<file path="src/rtl/uart_frame_pkg.sv">
package uart_frame_pkg;

    // Shortest word length; the length code adds 0..3 to it.
    localparam int WORD_MIN = 5;
    localparam int LEN_FW   = 2;
    localparam int DATA_W   = WORD_MIN + (1 << LEN_FW) - 1;
    // Data bits plus one parity and two stop bits.
    localparam int FRAME_W  = DATA_W + 3;
    localparam int CNT_W    = $clog2(FRAME_W + 1);
    localparam int CTL_W    = LEN_FW + 4;

    typedef struct packed {
        logic              stick;
        logic              even;
        logic              par_en;
        logic              two_stop;
        logic [LEN_FW-1:0] len;
    } lctl_t;

    typedef enum logic {
        ST_IDLE = 1'b0,
        ST_SHOW = 1'b1
    } hs_state_t;

endpackage

</file>
<file path="src/rtl/uart_frame_encoder.sv">
module uart_frame_encoder
    import uart_frame_pkg::*;
(
    input  logic [DATA_W-1:0]  data_i,
    input  lctl_t              ctl_i,
    input  logic [CNT_W-1:0]   limit_i,
    output logic [FRAME_W-1:0] frame_o,
    output logic [CNT_W-1:0]   len_o
);

    logic [CNT_W-1:0]   wlen;
    logic [CNT_W-1:0]   nsend;
    logic [CNT_W-1:0]   pos_s1;
    logic [CNT_W-1:0]   pos_s2;
    logic [FRAME_W-1:0] dext;
    logic               par_x;
    logic               par_bit;

    assign wlen    = CNT_W'(ctl_i.len) + CNT_W'(WORD_MIN);
    assign nsend   = (limit_i < wlen) ? limit_i : wlen;
    assign dext    = FRAME_W'(data_i);
    assign pos_s1  = nsend + CNT_W'(ctl_i.par_en);
    assign pos_s2  = pos_s1 + CNT_W'(1);
    assign len_o   = pos_s2 + CNT_W'(ctl_i.two_stop);

    always_comb begin
        par_x = 1'b0;
        for (int j = 0; j < DATA_W; j++) begin
            if (CNT_W'(j) < nsend) begin
                par_x = par_x ^ data_i[j];
            end
        end
    end

    assign par_bit = ctl_i.stick ? 1'b1 : (ctl_i.even ? par_x : ~par_x);

    // Each frame position picks its source by comparing with the
    // computed boundaries, so no variable shifter is needed.
    for (genvar g = 0; g < FRAME_W; g++) begin : g_pos
        logic in_data, at_par, at_s1, at_s2;
        assign in_data = CNT_W'(g) < nsend;
        assign at_par  = ctl_i.par_en && (CNT_W'(g) == nsend);
        assign at_s1   = CNT_W'(g) == pos_s1;
        assign at_s2   = ctl_i.two_stop && (CNT_W'(g) == pos_s2);
        assign frame_o[g] = in_data ? dext[g] :
                            at_par  ? par_bit :
                            (at_s1 || at_s2);
    end

endmodule

</file>
<file path="src/rtl/uart_frame_checker.sv">
module uart_frame_checker
    import uart_frame_pkg::*;
(
    input  logic [FRAME_W-1:0] frame_i,
    input  lctl_t              ctl_i,
    output logic [DATA_W-1:0]  data_o,
    output logic               par_err_o,
    output logic               frm_err_o
);

    logic [CNT_W-1:0] rlen;
    logic [CNT_W-1:0] pos_s1;
    logic [CNT_W-1:0] pos_s2;
    logic             sum_x;
    logic             bit_par;
    logic             bit_s1;
    logic             bit_s2;

    assign rlen   = CNT_W'(ctl_i.len) + CNT_W'(WORD_MIN);
    assign pos_s1 = rlen + CNT_W'(ctl_i.par_en);
    assign pos_s2 = pos_s1 + CNT_W'(1);

    for (genvar g = 0; g < DATA_W; g++) begin : g_data
        assign data_o[g] = (CNT_W'(g) < rlen) & frame_i[g];
    end

    always_comb begin
        sum_x   = 1'b0;
        bit_par = 1'b0;
        bit_s1  = 1'b0;
        bit_s2  = 1'b0;
        for (int j = 0; j < FRAME_W; j++) begin
            if (CNT_W'(j) <= rlen) begin
                sum_x = sum_x ^ frame_i[j];
            end
            if (CNT_W'(j) == rlen) begin
                bit_par = frame_i[j];
            end
            if (CNT_W'(j) == pos_s1) begin
                bit_s1 = frame_i[j];
            end
            if (CNT_W'(j) == pos_s2) begin
                bit_s2 = frame_i[j];
            end
        end
    end

    always_comb begin
        if (!ctl_i.par_en) begin
            par_err_o = 1'b0;
        end else if (ctl_i.stick) begin
            par_err_o = ~bit_par;
        end else if (ctl_i.even) begin
            par_err_o = sum_x;
        end else begin
            par_err_o = ~sum_x;
        end
    end

    assign frm_err_o = ~bit_s1 | (ctl_i.two_stop & ~bit_s2);

endmodule

</file>
<file path="src/rtl/uart_frame_ctrl.sv">
module uart_frame_ctrl
    import uart_frame_pkg::*;
(
    input  logic clk,
    input  logic rst_n,
    input  logic start_i,
    output logic load_o,
    output logic valid_o
);

    hs_state_t state_q;
    hs_state_t state_d;

    always_ff @(posedge clk) begin
        if (!rst_n) begin
            state_q <= ST_IDLE;
        end else begin
            state_q <= state_d;
        end
    end

    always_comb begin
        state_d = state_q;
        load_o  = start_i;
        valid_o = 1'b0;
        unique case (state_q)
            ST_IDLE: begin
                if (start_i) begin
                    state_d = ST_SHOW;
                end
            end
            ST_SHOW: begin
                valid_o = 1'b1;
                if (!start_i) begin
                    state_d = ST_IDLE;
                end
            end
            default: state_d = ST_IDLE;
        endcase
    end

endmodule

</file>
<file path="src/rtl/uart_frame_codec.sv">
module uart_frame_codec
    import uart_frame_pkg::*;
(
    input  logic               clk,
    input  logic               rst_n,
    input  logic               in_valid,
    input  logic [DATA_W-1:0]  in_data,
    input  logic [CTL_W-1:0]   tx_ctl,
    input  logic [CTL_W-1:0]   rx_ctl,
    input  logic [CNT_W-1:0]   tx_bit_limit,
    output logic               out_valid,
    output logic [FRAME_W-1:0] frame_bits,
    output logic [CNT_W-1:0]   frame_len,
    output logic [DATA_W-1:0]  rx_data,
    output logic               rx_par_err,
    output logic               rx_frm_err
);

    lctl_t              tx_s;
    lctl_t              rx_s;
    logic [FRAME_W-1:0] enc_frame;
    logic [CNT_W-1:0]   enc_len;
    logic [DATA_W-1:0]  chk_data;
    logic               chk_pe;
    logic               chk_fe;
    logic               load;

    assign tx_s = lctl_t'(tx_ctl);
    assign rx_s = lctl_t'(rx_ctl);

    uart_frame_ctrl u_ctrl (
        .clk     (clk),
        .rst_n   (rst_n),
        .start_i (in_valid),
        .load_o  (load),
        .valid_o (out_valid)
    );

    uart_frame_encoder u_enc (
        .data_i  (in_data),
        .ctl_i   (tx_s),
        .limit_i (tx_bit_limit),
        .frame_o (enc_frame),
        .len_o   (enc_len)
    );

    uart_frame_checker u_chk (
        .frame_i   (enc_frame),
        .ctl_i     (rx_s),
        .data_o    (chk_data),
        .par_err_o (chk_pe),
        .frm_err_o (chk_fe)
    );

    always_ff @(posedge clk) begin
        if (!rst_n) begin
            frame_bits <= '0;
            frame_len  <= '0;
            rx_data    <= '0;
            rx_par_err <= 1'b0;
            rx_frm_err <= 1'b0;
        end else if (load) begin
            frame_bits <= enc_frame;
            frame_len  <= enc_len;
            rx_data    <= chk_data;
            rx_par_err <= chk_pe;
            rx_frm_err <= chk_fe;
        end
    end

endmodule

</file>
<file path="config.mk">
export PLATFORM = sky130hd
export DESIGN_NAME = uart_frame_codec
export DESIGN_NICKNAME = d
export VERILOG_FILES = /design/src/rtl/uart_frame_pkg.sv /design/src/rtl/uart_frame_encoder.sv /design/src/rtl/uart_frame_checker.sv /design/src/rtl/uart_frame_ctrl.sv /design/src/rtl/uart_frame_codec.sv
export SDC_FILE = /design/constraint.sdc
export NUM_CORES = 1
export LEC_CHECK = 0
export ABC_AREA = 1
export CAP_MARGIN = 20
export CORE_MARGIN = 10
export CORE_UTILIZATION = 30
export DETAILED_ROUTE_END_ITERATION = 7
export DONT_BUFFER_PORTS = 1
export GPL_TIMING_DRIVEN = 0
export PLACE_DENSITY_LB_ADDON = 0.1
export SETUP_SLACK_MARGIN = 0.2
export SLEW_MARGIN = 10
export SYNTH_ARGS = -nofsm -noshare
export SYNTH_HDL_FRONTEND = slang
export SYNTH_HIERARCHICAL = 1
export SYNTH_SLANG_ARGS = --single-unit
</file>
<file path="constraint.sdc">
create_clock -name clk -period 10.34 [get_ports clk]
set_clock_uncertainty 0.2 [all_clocks]
set_input_delay 1.551 -clock clk [delete_from_list [all_inputs] [get_ports clk]]
set_output_delay 1.551 -clock clk [all_outputs]
set_load 0.02 [all_outputs]
</file>
==> flow_summary.toml <==
[sta]
finalSetupViolCount = 0
tightest_slew_ns = 0.493
maxSlewHeadroom_pct = 67.0
timing_hold_violations_final = 0
min_period_over_period_pct = 56.0
hold_slack_ns = 0.373
rsz0062_at_grt = "false"
period_needed_ns = 5.79
fmax_mhz = 173
fin_ws_ns = 4.55
finalSetupTns_ns = 0
maxSlewViolCount = 0

[yosys]
ys_seq_elements = 26
syn-num-nets = 570
synth_flop_cell = "dfxtp_1"
netlist_instances = 519
yosys_warnings = 6
synth-async-reset-ratio_pct = 0
ys_types = 37
seq_area_frac_synth_pct = 17.0
avgSynthCellArea_um2 = 5.88
synth_edf_count = 0
syn-cell-area_um2 = 3050

[clocking]
clock_sinks = 26
cts_tree = "yes"
cts_max_level = 1
holdBufCountCts = 0
numCtsBuffers = 3
insertion_delay_ns = 0.26
post_cts_buffers = 0
cts-root-buf = "clkbuf_8"
cts_buffer_depth = 2
ctsResizeCount = 0
cts.clk_slew.worst_paths_ns = 0.08

[finish]
nets = 575
multi_input_area_um2 = 2050
area_growth_pct = 6.80
n_fill_cell = 1125
drive_gt1_share_pct = 13.8
layout_common_cells = "168 x nand2_1, 79 x inv_1, 75 x nor2_1, 32 x nand3_1, 26 x dfxtp_1"
final_common_cell = "nand2_1"
regArea_um2 = 520
final_util_pct = 33.1
antenna_cells = 0

[placed_design]
gp_congestion = 0.840
dpl.hpwl_um = 7020
numPortBuffers = 0
pre_cts_ws_ns = 4.22

[power]
clkPwrFrac_pct = 14.7
vdd_drop_max_v = 0.0000547
switching_power_w = 0.000173
power_frac_comb_pct = 51.7
p_seq_share_pct = 33.6
p_leak_nw = 1.76
sw_frac_of_total_pct = 46.0
internal_power_w = 0.000203
p_per_area_nw_per_um2 = 115

[drt]
ant_nets = 0
drt_iter0_drc = 162
detail_route.first_pass.iterations = 4
vias = 2910
wirelength_um = 8170
wire_per_inst_um = 12.5
drc = 0
viasPerCell = 4.44

[global_route]
antenna_found_initial = 0
overflow = 0
grt_max_degree = 14
grt_pass1_wl_um = 13700
grt.total_usage_pct = 11.2
grt_pass1_vias = 2853

[worst_setup_path]
crit_arrival_ns = 5.75
critPathKind = "primary input to flop"
crit_required_ns = 10.30
crit_top_cell = "nand2_1"
r2r_cells = 2
reg2reg_slack_ns = 9.45
rr_startpoint = "frame_bits[10]"
crit_fanout = 6
worst_path_max_delay_cell = "nor2_1"
start_kind = "primary input"
r2r-end = "frame_bits[10]"
end_kind = "flop"
cpPeakStageDelay_ns = 0.42

[floorplanning]
fp-row-count = 36
core_area_um2 = 9860
die_h_um = 121
dieWidth_um = 121
initial_core_util_pct = 31.0
io_pins = 53
die-area_um2 = 14600

[run]
drv_cap = 0

[worst_hold_path]
hp-class = "flop to flop"
hp-start = "frame_len[2]"
worst_hold_path.num_cells = 2
hold_end = "frame_len[2]"

[status]
status = "completed"
## power groups by stage
stage	Sequential, W	Combinational (W)	Clock [W]
6_report	0.000126	0.000195	0.0000553
5_1_grt	0.000128	0.000224	0.0000626
4_1_cts	0.000127	0.000197	0.0000596
3_5_place_dp	0.000130	0.000196	0
3_3_place_gp	0.000130	0.000195	0
2_1_floorplan	0.000127	0.000158	0
## worst max-delay path by stage
stage               slack, ns  cells past startpoint          to      start
floorplan                4.90                     34  rx_par_err  tx_ctl[0]
global placement         4.24                     34  rx_par_err  tx_ctl[0]
detailed placement       4.22                     34  rx_par_err  tx_ctl[0]
CTS                      4.49                     33  rx_par_err  tx_ctl[0]
global route             4.20                     34  rx_par_err  tx_ctl[0]
finish                   4.55                     34  rx_par_err  tx_ctl[0]
## worst max-delay path: cells and delay by family
family / cells / cell delay [ns]
compound gates: 3 / 0.35
xor+xnor: 1 / 0.30
fa+ha+maj: 5 / 1.41
buf+inv: 5 / 0.30
simple gates: 20 / 1.86
## per-stage QoR
stage / power (W) / cell area (um^2) / std cells
detailed placement: 0.000326 / 3220 / 652
floorplan: 0.000285 / 3050 / 519
global route: 0.000414 / 3260 / 655
global placement: 0.000325 / 3220 / 652
CTS: 0.000384 / 3260 / 655
finish: 0.000376 / 3260 / 655
## sequential cells by signal (all words and copies together) (netlist names)
register,count
frame_bits,11
frame_len,4
rx_data,8
rx_frm_err,1
rx_par_err,1
u_ctrl/state_q,1
## final cells by class
class,count,share of cell area [%]
buffer,16,4.41
clock buffer,3,1.27
inverter,91,10.5
multi-input combinational,386,62.8
sequential,26,16.0
tap,133,5.10
## logic make-up after synthesis
kind of cell / count (synthesis) / share of synthesized area, %
AO/OA/AOI/OAI: 24 / 5.12
XOR/XNOR: 5 / 2.29
adder cells (fa/ha/maj): 24 / 10.1
buffers and inverters: 107 / 15.9
flip-flops: 26 / 17.0
AND/OR/NAND/NOR: 333 / 49.6
## metal layers
| layer | vias up | GRT usage (%) | share of wire, % |
|---|---|---|---|
| li1 | 1577 | - | - |
| met1 | 1279 | 13.2 | 45 |
| met2 | 52 | 20.5 | 49 |
| met3 | 2 | 2.56 | 6.1 |
| met4 | 0 | 1.28 | 0.32 |
| met5 | - | 0 | 0 |
## cell usage after synthesis (3+ instances only)
master,count,share of area (%)
ha_1,23,9.4
a31oi_1,5,1.0
o21ai_0,6,0.98
inv_2,9,1.1
a21oi_1,3,0.49
nor2_1,75,9.2
clkinv_1,3,0.37
nand2_2,19,3.9
nor3_1,4,0.66
nor2_4,4,1.5
nor2_2,7,1.4
nand3_2,5,1.6
inv_1,79,9.7
buf_6,8,2.9
buf_4,6,1.5
nand3_1,32,5.2
dfxtp_1,26,17
nand4_1,10,2.0
o21a_1,3,0.74
nand2_1,168,21
nand2_4,4,1.5
Note: power is estimated with default switching activity, not from simulation.
